--- src/rtl/sdc_pkg.sv ---
`timescale 1ns/1ps
package sdc_pkg;

  // fast cycles per word period
  function automatic int period_of(input int div, input bit dbl);
    return dbl ? (div / 2) : div;
  endfunction

  // fast cycles per period with the word clock high
  function automatic int high_of(input int per);
    return (per + 1) / 2;
  endfunction

  function automatic bit cfg_ok(input int div, input bit dbl);
    return (div >= 2) && (div <= 8) && (!dbl || ((div % 2) == 0 && div >= 4));
  endfunction

endpackage

--- src/rtl/sdc_phase_ctr.sv ---
`timescale 1ns/1ps
module sdc_phase_ctr #(
  parameter int PER = 4,
  parameter int W   = 2
) (
  input  logic         clk,
  input  logic         rst,
  output logic [W-1:0] ph_next,
  output logic         wrap_next
);
  localparam logic [W-1:0] LAST = W'(PER - 1);

  logic [W-1:0] ph;

  always_comb begin
    wrap_next = (ph == LAST);
    ph_next   = wrap_next ? '0 : ph + W'(1);
  end

  // reset parks on the last phase so the first live edge opens a period
  always_ff @(posedge clk) begin
    if (rst) ph <= LAST;
    else     ph <= ph_next;
  end
endmodule

--- src/rtl/sdc_out_gen.sv ---
`timescale 1ns/1ps
module sdc_out_gen #(
  parameter int PER = 4,
  parameter int HI  = 2,
  parameter int W   = 2
) (
  input  logic         clk,
  input  logic         rst,
  input  logic [W-1:0] ph_next,
  output logic         div_clk,
  output logic         xfer_stb
);
  localparam logic [W-1:0] LAST = W'(PER - 1);
  localparam logic [W-1:0] HI_V = W'(HI);

  always_ff @(posedge clk) begin
    if (rst) begin
      div_clk  <= 1'b0;
      xfer_stb <= 1'b0;
    end else begin
      div_clk  <= (ph_next < HI_V);
      xfer_stb <= (ph_next == LAST);
    end
  end
endmodule

--- src/rtl/sdc_lock_sync.sv ---
`timescale 1ns/1ps
module sdc_lock_sync #(
  parameter int STAGES = 2
) (
  input  logic clk,
  input  logic rst,
  input  logic en,
  input  logic d,
  output logic q
);
  logic [STAGES-1:0] sh;

  always_ff @(posedge clk) begin
    if (rst)     sh <= '0;
    else if (en) sh <= {sh[STAGES-2:0], d};
  end

  assign q = sh[STAGES-1];
endmodule

--- src/rtl/serdes_div_strobe.sv ---
`timescale 1ns/1ps
module serdes_div_strobe #(
  parameter int DIVIDE      = 4,
  parameter bit DOUBLER     = 1'b0,
  parameter int SYNC_STAGES = 2
) (
  input  logic clk_fast,
  input  logic rst,
  input  logic lock_in,
  output logic div_clk,
  output logic xfer_stb,
  output logic lock_out
);
  localparam int PER = sdc_pkg::period_of(DIVIDE, DOUBLER);
  localparam int HI  = sdc_pkg::high_of(PER);
  localparam int W   = (PER > 2) ? $clog2(PER) : 1;

  if (!sdc_pkg::cfg_ok(DIVIDE, DOUBLER)) begin : g_bad_cfg
    $error("serdes_div_strobe: unsupported DIVIDE/DOUBLER combination");
  end

  logic [W-1:0] ph_next;
  logic         wrap_next;

  sdc_phase_ctr #(.PER(PER), .W(W)) u_ctr (
    .clk       (clk_fast),
    .rst       (rst),
    .ph_next   (ph_next),
    .wrap_next (wrap_next)
  );

  sdc_out_gen #(.PER(PER), .HI(HI), .W(W)) u_out (
    .clk      (clk_fast),
    .rst      (rst),
    .ph_next  (ph_next),
    .div_clk  (div_clk),
    .xfer_stb (xfer_stb)
  );

  // advances only on the edge where div_clk is registered high from low
  sdc_lock_sync #(.STAGES(SYNC_STAGES)) u_lock (
    .clk (clk_fast),
    .rst (rst),
    .en  (wrap_next),
    .d   (lock_in),
    .q   (lock_out)
  );
endmodule

--- config.mk ---
export PLATFORM = sky130hd
export DESIGN_NAME = serdes_div_strobe
export DESIGN_NICKNAME = d
export VERILOG_FILES = /design/src/rtl/sdc_pkg.sv /design/src/rtl/sdc_phase_ctr.sv /design/src/rtl/sdc_out_gen.sv /design/src/rtl/sdc_lock_sync.sv /design/src/rtl/serdes_div_strobe.sv
export SDC_FILE = /design/constraint.sdc
export NUM_CORES = 1
export LEC_CHECK = 0
export ABC_AREA = 1
export BUFFER_PORTS_ARGS = -buffer_cell sky130_fd_sc_hd__buf_2
export CELL_PAD_IN_SITES_DETAIL_PLACEMENT = 1
export CELL_PAD_IN_SITES_GLOBAL_PLACEMENT = 2
export CORE_AREA = 2 2 39 41
export DETAILED_ROUTE_END_ITERATION = 12
export DIE_AREA = 0 0 41 43
export GPL_ROUTABILITY_DRIVEN = 1
export GPL_TIMING_DRIVEN = 0
export PLACE_DENSITY_LB_ADDON = 0.1
export RECOVER_POWER = 25
export SYNTH_ARGS = -nofsm -noshare
export SYNTH_HDL_FRONTEND = slang
export SYNTH_SLANG_ARGS = --single-unit
--- constraint.sdc ---
create_clock -name clk_fast -period 0.9 [get_ports clk_fast]
set_input_delay 0.135 -clock clk_fast [delete_from_list [all_inputs] [get_ports clk_fast]]
set_output_delay 0.135 -clock clk_fast [all_outputs]
set_load 0.1 [all_outputs]
; After elaboration in Yosys (flattened, before gate mapping)
; Cells that the tools add are included.
[word_totals]
reg_bits = 6
inputBits = 3
out_inout_bits = 3
[op_classes]
add_sub_neg = 1
order_cmp = 1
eq_ne = 2
n_mux = 1
[ops]
columns = cell, n
row1 = equality test 2 bit (second input constant), 2
row2 = adder 2 x 1 -> 2 bit (second input constant), 1
row3 = < comparator 2 bit (second input constant), 1
row4 = 2-to-1 mux 2 bit, 1

; Depth between registers and ports, before layout
; Gate-level depths: netlist of the first run.
[depth]
ltp_word = 3
depth_mapped = 4
depth_no_buf = 4

; Hierarchy
; Synthesis of the first run repeated with hierarchy kept, for this count alone.
[hier_totals]
hier_cells = 25
hier_area_um2 = 209.0
[by_module_without_submodules]
columns = module, instances, cells_each, area_each_um2, seq_area_each_um2
row1 = sdc_lock_sync, 1, 13, 83.8, 40.0
row2 = sdc_phase_ctr, 1, 7, 71.3, 40.0
row3 = sdc_out_gen, 1, 5, 53.8, 40.0

; Worst setup path before layout of the first run
; Ideal clock, no wire load.
[synth_timing]
kind = register to register
startpoint = reg u_lock.sh[1] (netlist name)
endpoint = reg u_lock.sh[1]
setup_ps = 65
t_arrival_ps = 1142
required_time_ps = 835
path_slack_ps = -307
stages_incl_launch_ff = 3
path_buffers = 0
period_less_slack_ps = 1207
cell_sequence = dfxtp_1 nor2_1 nor2_1
[synth_rtl]
columns = item, line
row1 = to (signal assigned), sdc_lock_sync.sv:15  ; else if (en) sh <= {sh[STAGES-2:0], d};
row2 = to (decl), sdc_lock_sync.sv:11  ; logic [STAGES-1:0] sh;

; Worst setup path in the final report of the first run
[layout_timing]
startpoint = reg u_lock.sh[1]
endpoint = out lock_out
[layout_rtl]
columns = item, line
row1 = to (decl), serdes_div_strobe.sv:12  ; output logic lock_out
; No word-level cell between the ends.

==> impl_metrics.tcl, run 1 <==
set metrics [dict create \
    grt_max_degree 6 \
    path_buf_inv 1 \
    stdcell_count 49 \
    htree_levels 1 \
    yosys.cell_types.count 6 \
    area_growth_syn_to_layout_pct 57.1 \
    worst_path_largest_cell_delay_ns 0.34 \
    synth_area_leader_cell "dfxtp_1" \
    worstSkewPairLatency_ns 0.23 \
    netlist.area_leader.share 0.571 \
    warning_count_from_the_yosys_run 0 \
    sw_frac_of_total 0.335 \
    antenna_found_initial 0 \
    asyncSetResetFlopFracSynth 0 \
    detail_route.drc_violations 0 \
    n_fill_cell 171 \
    place.port_buffers 5 \
    clock_sinks 6 \
    final_worst_slack_ns 0.0130 \
    drtAntennaViolNets 0 \
    finClkSkew_ns 0.00187 \
    critPathKind "register to primary output" \
    kind_of_start_point_of_the_critical_path "register" \
    timing.final.crit_period_ns 0.887 \
    final-max-slew-violation-count 0 \
    number_of_drc_markers_after_the_initial_detailed_route_iteration 1 \
    gpl.final_weighted_congestion 0.598 \
    worstMarginPinSlew_ns 0.120 \
    cts.root.buffer_cell "clkbuf_4" \
    critPathArrivalTime_ns 0.75 \
    netlist_top_cells_count "dfxtp_1 (6), inv_1 (6), nand2_1 (5), nor2_1 (5), ha_1 (2)" \
    synth_top_flop_cell "dfxtp_1" \
    grt_first_pass_wirelength_um 648 \
    tritoncts "yes" \
    antenna_diode_instance_count 0 \
    num_io_pins 6 \
    die_x_um 41 \
    post-layout-total-power_uw 831 \
    timing.critical_path.slowest_stage_cell "dfxtp_2" \
    power_frac_comb 0.318 \
    rsz0062_at_grt "yes" \
    run_status "finished, final reports clean" \
    hold_path_end "u_out.xfer_stb" \
    netSwitchingPower_uw 279 \
    clockPowerShare 0.279 \
    worst_r2r_endpoint "u_out.div_clk" \
    max_cap_violations 0 \
    crit_path_end_kind "primary output" \
    final_nets 40 \
    max-vdd-ir-drop_uv 787 \
    placement.setup.worst_slack_ns -0.00547 \
    grt_pass1_vias 187 \
    post_synth.cell_area_avg_um2 8.41 \
    cp_cell_sequence "buf_12" \
    p_leak_nw 0.165 \
    cts_max_path_buffers 2 \
    overflow 0 \
    holdBufCountCts 0 \
    min-delay-start "rst" \
    post_route_cells_drive_above_1_share 0.424 \
    power.density_mw_per_mm2 2520 \
    synth-seq-cells 6 \
    clkSlewWorstSetupHoldPaths_ns 0.04 \
    post_synth_inst_count 25 \
    start_util 0.152 \
    worstPathMaxFanout 2 \
    synth_edf_count 0 \
    timing.rr.start "u_ctr.ph[0]" \
    fp.dieH_um 43 \
    design.die.area_mm2 0.00176 \
    worst-r2r-setup-slack_ns 0.05 \
    cp.required_ns 0.76 \
    internal-power_uw 553 \
    synth.cell_area_um2 210 \
    timing.critical_path.max_delay_family "flip-flops" \
    fin_crit_sh 0.986 \
    detail_route.vias_per_cell 3.45 \
    routed-via-count 169 \
    avgRoutedWirePerCell_um 7.18 \
    number_of_cts_inserted_buffers 3 \
    achievable-frequency_mhz 1130 \
    totalWireLength_um 352 \
    synth_sequential_area_ratio 0.571 \
    setup-violations-final 0 \
    whs_ns 0.0578 \
    placedCellCount 46 \
    synth.net_count 30 \
    area_of_the_core_mm2 0.00138 \
    dpl.hpwl_um 291 \
    worst_slew_margin_rel 0.919 \
    fp-row-count 14 \
    power_frac_seq 0.403 \
    gr-usage-all-layers 0.0633 \
    fin_setup_tns_ns 0 \
    drtPass1Iterations 2 \
    reg2reg_depth 4 \
    min_path_cells 2 \
    synthTopCellsByArea "dfxtp_1 (57%), ha_1 (12%), inv_1 (11%)" \
    hp-class "input pin to register" \
    timing.final.hold_violations 0 \
]
placed cells by master, fill, tap and decap left out, types with 2 or more instances in the layout:
cell type / n
inv_1: 5
dfxtp_1: 2
buf_2: 2
nor2_1: 5
clkbuf_4: 3
nand2_1: 5
buf_12: 3
dfxtp_2: 4
metrics by stage:
step,util,instance area [µm²]
floorplan,-,214
global placement,0.187,259
detailed placement,0.187,259
CTS,0.230,318
global route,0.239,330
finish,0.239,330
worst max-delay path by stage:
stage / from / end / depth (start not counted)
after floorplan: u_lock.sh[1] / u_lock.sh[1] / 2
after global placement: u_ctr.ph[0] / u_out.div_clk / 4
after detailed placement: u_ctr.ph[0] / u_out.div_clk / 4
after CTS: u_lock.sh[1] / lock_out / 1
after global routing: u_lock.sh[1] / lock_out / 1
final: u_lock.sh[1] / lock_out / 1
logic make-up (layout without fill, tap and decap cells):
group / count (synthesis) / after routing / share of synthesized area
flops: 6 / 6 / 0.571
compound gates: 1 / 1 / 0.0238
simple gates: 10 / 10 / 0.179
buf+inv: 6 / 14 / 0.107
fa+ha+maj: 2 / 2 / 0.119
repair_timing:
action | CTS | global route
pin swaps | 0 | 1
setup endpoints to repair | 4 | 6
buffers inserted | 0 | 0
resized for setup | 11 | 4
power groups by stage:
stage	registers (mW)	logic [mW]	clock network, mW
CTS	0.331	0.255	0.249
global placement	0.324	0.212	0
floorplan	0.450	0.0542	0
detailed placement	0.326	0.214	0
finish	0.335	0.265	0.232
global route	0.339	0.288	0.263
area by class of cell:
cell class	count	area [µm²]	area share
clock buffers	3	22.5	0.0682
inverters	6	22.5	0.0682
multi-input cells	13	70.1	0.212
flip-flops and latches	6	125	0.379
well taps	16	20.0	0.0606
repair buffers	5	70.1	0.212
registers in the layout, indices dropped and copies added (netlist names):
| signal | flops |
|---|---|
| u_ctr.ph | 2 |
| u_lock.sh | 2 |
| u_out.div_clk | 1 |
| u_out.xfer_stb | 1 |
layer usage:
layer	GRT usage	part of all wire	vias to the layer above
li1	-	-	87
met1	0.0579	0.42	77
met2	0.0750	0.48	3
met3	0.0471	0.063	2
met4	0.0800	0.031	0
met5	0	0	-
Power figures use the tool's default switching activity.
==> run 2: changes to the inputs <==
--- a/config.mk
+++ b/config.mk
@@ -10,12 +10,12 @@
 export CELL_PAD_IN_SITES_DETAIL_PLACEMENT = 1
 export CELL_PAD_IN_SITES_GLOBAL_PLACEMENT = 2
 export CORE_AREA = 2 2 39 41
+export CTS_BUF_LIST = sky130_fd_sc_hd__clkbuf_16
 export DETAILED_ROUTE_END_ITERATION = 12
 export DIE_AREA = 0 0 41 43
 export GPL_ROUTABILITY_DRIVEN = 1
 export GPL_TIMING_DRIVEN = 0
 export PLACE_DENSITY_LB_ADDON = 0.1
-export RECOVER_POWER = 25
 export SYNTH_ARGS = -nofsm -noshare
 export SYNTH_HDL_FRONTEND = slang
 export SYNTH_SLANG_ARGS = --single-unit
==> run 2 against run 1 <==
Net effect:
- cell area up 13%
- sequential share of layout area is 4.3 points lower
- via count up 2.4%
- first-iteration DRC count fell by 100%
- worst hold slack improved by 0.012 ns
- clock-buffer cell count unchanged
- register-to-register slack barely moved
- die area did not move
- clock skew down 0.0014 ns
- global-route usage grew 0.90 points
- clock power grew to 3.0 times the previous value
- total power grew 55%
==> impl_metrics.tcl, run 2 (synthesized netlist as in run 1, its figures left out) <==
set metrics [dict create \
    run_status "finished, final reports clean" \
    area_of_the_core_mm2 0.00138 \
    kind_of_start_point_of_the_critical_path "register" \
    fin_crit_sh 0.970 \
    cp_cell_sequence "buf_12" \
    num_io_pins 6 \
    fp.dieH_um 43 \
    worst_slew_margin_rel 0.919 \
    sw_frac_of_total 0.254 \
    rsz0062_at_grt "yes" \
    timing.final.hold_violations 0 \
    critPathArrivalTime_ns 0.74 \
    tritoncts "yes" \
    post-layout-total-power_mw 1.29 \
    place.port_buffers 5 \
    post_route_cells_drive_above_1_share 0.424 \
    hp-class "input pin to register" \
    die_x_um 41 \
    antenna_found_initial 0 \
    cts_max_path_buffers 2 \
    p_leak_nw 0.186 \
    grt_first_pass_wirelength_um 683 \
    clockPowerShare 0.545 \
    finClkSkew_ns 0.000448 \
    avgRoutedWirePerCell_um 7.59 \
    clock_sinks 6 \
    clkSlewWorstSetupHoldPaths_ns 0.03 \
    worst_path_largest_cell_delay_ns 0.34 \
    timing.final.crit_period_ns 0.873 \
    max-vdd-ir-drop_uv 1330 \
    power_frac_comb 0.196 \
    worstSkewPairLatency_ns 0.22 \
    internal-power_uw 960 \
    routed-via-count 173 \
    path_buf_inv 1 \
    cp.required_ns 0.76 \
    detail_route.drc_violations 0 \
    fp-row-count 14 \
    start_util 0.152 \
    design.die.area_mm2 0.00176 \
    cts.repair_timing.setup_buffer_count 0 \
    totalWireLength_um 372 \
    final_nets 40 \
    crit_path_end_kind "primary output" \
    power.density_mw_per_mm2 3450 \
    overflow 0 \
    drtAntennaViolNets 0 \
    max_cap_violations 0 \
    worstMarginPinSlew_ns 0.120 \
    cts.root.buffer_cell "clkbuf_16" \
    detail_route.vias_per_cell 3.53 \
    htree_levels 1 \
    timing.critical_path.slowest_stage_cell "dfxtp_2" \
    achievable-frequency_mhz 1150 \
    gr-usage-all-layers 0.0723 \
    area_growth_syn_to_layout_pct 77.4 \
    timing.critical_path.max_delay_family "flip-flops" \
    netSwitchingPower_uw 327 \
    setup-violations-final 0 \
    grt_pass1_vias 189 \
    drtPass1Iterations 1 \
    reg_top3 "u_ctr.ph (2), u_lock.sh (2)" \
    most-common-layout-cells "inv_1 (5), nand2_1 (5), nor2_1 (5)" \
    dpl.hpwl_um 291 \
    number_of_cts_inserted_buffers 3 \
    critPathKind "register to primary output" \
    utilization 0.269 \
    worstPathMaxFanout 2 \
    gpl.final_weighted_congestion 0.598 \
    power_frac_seq 0.259 \
    number_of_drc_markers_after_the_initial_detailed_route_iteration 0 \
    final-max-slew-violation-count 0 \
    grt_max_degree 6 \
    antenna_diode_instance_count 0 \
]
==> run 2: metrics by stage <==
stage / cell area (µm²) / setup TNS (ns) / cells / setup WS [ns] / hold WS (ns)
6_report: 373 / 0 / 49 / 0.0268 / 0.0699
4_1_cts: 358 / 0 / 49 / 0.00229 / 0.0695
5_1_grt: 373 / -0.00884 / 49 / -0.00347 / 0.0838
3_5_place_dp: 259 / -0.00547 / 46 / -0.00547 / 0.306
3_3_place_gp: 259 / 0 / 46 / 0.0177 / 0.299
2_1_floorplan: 214 / 0 / 25 / 0.00332 / 0.199
==> run 2: power by group through the flow <==
stage                     Sequential [mW]  Combinational, mW  Clock [mW]
after floorplan                     0.450             0.0542           0
after global placement              0.324              0.212           0
after detailed placement            0.326              0.214           0
after CTS                           0.329              0.240       0.721
after global routing                0.339              0.276       0.738
final                               0.333              0.252       0.702
==> run 2: worst paths after layout <==
kind,slack [ns],from,endpoint,depth (start not counted)
setup / recovery,0.03,u_lock.sh[1],lock_out,1
hold reg to reg,0.46,u_ctr.ph[0],u_ctr.ph[0],1
hold / removal,0.07,rst,u_out.xfer_stb,2
setup reg to reg,0.05,u_ctr.ph[0],u_out.div_clk,4
==> run 2: timing repair <==
action                                  CTS  global route
pin swaps                                 0             1
resized for setup                         8             5
hold buffers                              0             0
endpoints found under the setup margin    4             6
==> run 2: final cells by class <==
cell class	count	area [µm²]
multi-input combinational	13	70.1
fill	165	1010
timing repair buffer	5	60.1
sequential	6	125
clock buffer	3	75.1
tap	16	20.0
inverter	6	22.5
==> run 2: metal layers <==
| layer | share of wire | global-route usage | vias to the layer above |
|---|---|---|---|
| met5 | 0 | 0 | - |
| met4 | 0.030 | 0.100 | 0 |
| met3 | 0.11 | 0.0785 | 2 |
| met2 | 0.48 | 0.0750 | 5 |
| met1 | 0.38 | 0.0579 | 79 |
| li1 | - | - | 87 |
==> run 3: changes to the inputs <==
--- a/config.mk
+++ b/config.mk
@@ -7,15 +7,12 @@
 export LEC_CHECK = 0
 export ABC_AREA = 1
 export BUFFER_PORTS_ARGS = -buffer_cell sky130_fd_sc_hd__buf_2
-export CELL_PAD_IN_SITES_DETAIL_PLACEMENT = 1
-export CELL_PAD_IN_SITES_GLOBAL_PLACEMENT = 2
 export CORE_AREA = 2 2 39 41
 export CTS_BUF_LIST = sky130_fd_sc_hd__clkbuf_16
 export DETAILED_ROUTE_END_ITERATION = 12
 export DIE_AREA = 0 0 41 43
 export GPL_ROUTABILITY_DRIVEN = 1
 export GPL_TIMING_DRIVEN = 0
-export PLACE_DENSITY_LB_ADDON = 0.1
 export SYNTH_ARGS = -nofsm -noshare
 export SYNTH_HDL_FRONTEND = slang
 export SYNTH_SLANG_ARGS = --single-unit
==> run 3 against run 2 <==
Net effect:
- global-route usage shrank 1.1 points
- combinational power about the same
- maximum frequency is essentially flat
- critical path depth unchanged
- cell area is the same
- sequential share of layout area stayed put
- largest power group unchanged
==> impl_metrics.tcl, run 3 (synthesized netlist as in run 1, its figures left out) <==
set metrics [dict create \
    detail_route.vias_per_cell 3.35 \
    kind_of_start_point_of_the_critical_path "register" \
    cts.repair_timing.setup_buffer_count 0 \
    dpl.hpwl_um 255 \
    number_of_drc_markers_after_the_initial_detailed_route_iteration 0 \
    worst_path_largest_cell_delay_ns 0.32 \
    holdBufCountCts 0 \
    seqCellArea_um2 125 \
    start_util 0.152 \
    max-vdd-ir-drop_uv 808 \
    routed-via-count 164 \
    cts_max_path_buffers 2 \
    design.die.area_mm2 0.00176 \
    totalWireLength_um 338 \
    antenna_found_initial 0 \
    clock_sinks 6 \
    area_of_the_core_mm2 0.00138 \
    timing.final.crit_period_ns 0.873 \
    cp.required_ns 0.76 \
    critPathKind "register to primary output" \
    die_x_um 41 \
    power_frac_seq 0.258 \
    fin_setup_tns_ns 0 \
    timing.final.hold_violations 0 \
    setup-violations-final 0 \
    htree_levels 1 \
    timing.rr.start "u_ctr.ph[0]" \
    crit_path_to "div_clk" \
    fin_crit_sh 0.970 \
    fp-row-count 14 \
    multi_input_comb_area_um2 70.1 \
    cts.root.buffer_cell "clkbuf_16" \
    power_frac_comb 0.194 \
    gpl.final_weighted_congestion 0.606 \
    grt_pass1_vias 164 \
    n_fill_cell 149 \
    detail_route.drc_violations 0 \
    final_nets 40 \
    most-common-layout-cells "inv_1 (5), nand2_1 (5), nor2_1 (5)" \
    achievable-frequency_mhz 1140 \
    antenna_diode_instance_count 0 \
    post_route_cells_drive_above_1_share 0.424 \
    finClkSkew_ns 0.000728 \
    worst_r2r_endpoint "u_out.div_clk" \
    sw_frac_of_total 0.258 \
    reg_top3 "u_ctr.ph (2), u_lock.sh (2)" \
    timing.critical_path.max_delay_family "flip-flops" \
    grt_first_pass_wirelength_um 607 \
    gr-usage-all-layers 0.0612 \
    hp-class "input pin to register" \
    crit_path_end_kind "primary output" \
    drtPass1Iterations 1 \
    drtAntennaViolNets 0 \
    post_dp_cell_area_um2 259 \
    num_io_pins 6 \
    crit_cells 1 \
    place.port_buffers 5 \
    placedCellCount 46 \
    worst-r2r-setup-slack_ns 0.06 \
    whs_ns 0.0728 \
    stdcell_count 49 \
    area_growth_syn_to_layout_pct 77.4 \
    avgRoutedWirePerCell_um 6.90 \
    netSwitchingPower_uw 334 \
    run_status "finished, final reports clean" \
    number_of_cts_inserted_buffers 3 \
    power.density_mw_per_mm2 3470 \
    path_buf_inv 1 \
    post-layout-total-power_mw 1.29 \
    clkSlewWorstSetupHoldPaths_ns 0.03 \
    final-max-slew-violation-count 0 \
    worstSkewPairLatency_ns 0.22 \
    placement.setup.worst_slack_ns -0.00285 \
    final_worst_slack_ns 0.0266 \
    overflow 0 \
    clockPowerShare 0.548 \
    critPathArrivalTime_ns 0.74 \
    tritoncts "yes" \
    grt_max_degree 6 \
    fp.dieH_um 43 \
    reg2reg_depth 4 \
    max_cap_violations 0 \
    worstMarginPinSlew_ns 0.144 \
    p_leak_nw 0.186 \
    worst_slew_margin_rel 0.903 \
    final_area_um2 373 \
    timing.critical_path.slowest_stage_cell "dfxtp_2" \
    worstPathMaxFanout 1 \
    crit_start "u_out.div_clk" \
    rsz0062_at_grt "yes" \
    utilization 0.269 \
    cp_cell_sequence "buf_8" \
    internal-power_uw 960 \
]
-- run 3: cell counts in the layout (fill, tap and decap cells not counted) --
Identical to the previous run, type by type.
-- run 3: power groups by stage --
stage	Combinational, mW	Clock [mW]	Sequential, mW
floorplan	0.0542	0	0.450
global placement	0.208	0	0.323
detailed placement	0.211	0	0.326
CTS	0.236	0.727	0.330
global route	0.272	0.738	0.337
finish	0.251	0.709	0.334
-- run 3: how the worst min path moves through the flow --
stage	from	endpoint	slack, ns	cells after the start
final	rst	u_out.xfer_stb	0.07	2
after global placement	rst	u_out.xfer_stb	0.30	2
after floorplan	rst	u_out.xfer_stb	0.20	1
after CTS	rst	u_out.xfer_stb	0.07	2
after global routing	rst	u_out.xfer_stb	0.08	2
after detailed placement	rst	u_out.xfer_stb	0.30	2
-- run 3: timing repair --
action	CTS	global route
setup endpoints to repair	4	6
resized for setup	8	5
pin swaps	0	2
-- run 3: layout make-up --
class,instances,share of cell area
inverter,6,0.0604
multi-input combinational,13,0.188
clock buffer,3,0.201
sequential,6,0.336
tap,16,0.0537
timing repair buffer,5,0.161
-- run 3: metal layers --
layer	track usage	wire length (µm)	part of all wire
met4	0.0800	0	0
met5	0	0	0
met1	0.0643	139	0.41
met2	0.0625	178	0.53
met3	0.0471	19	0.056
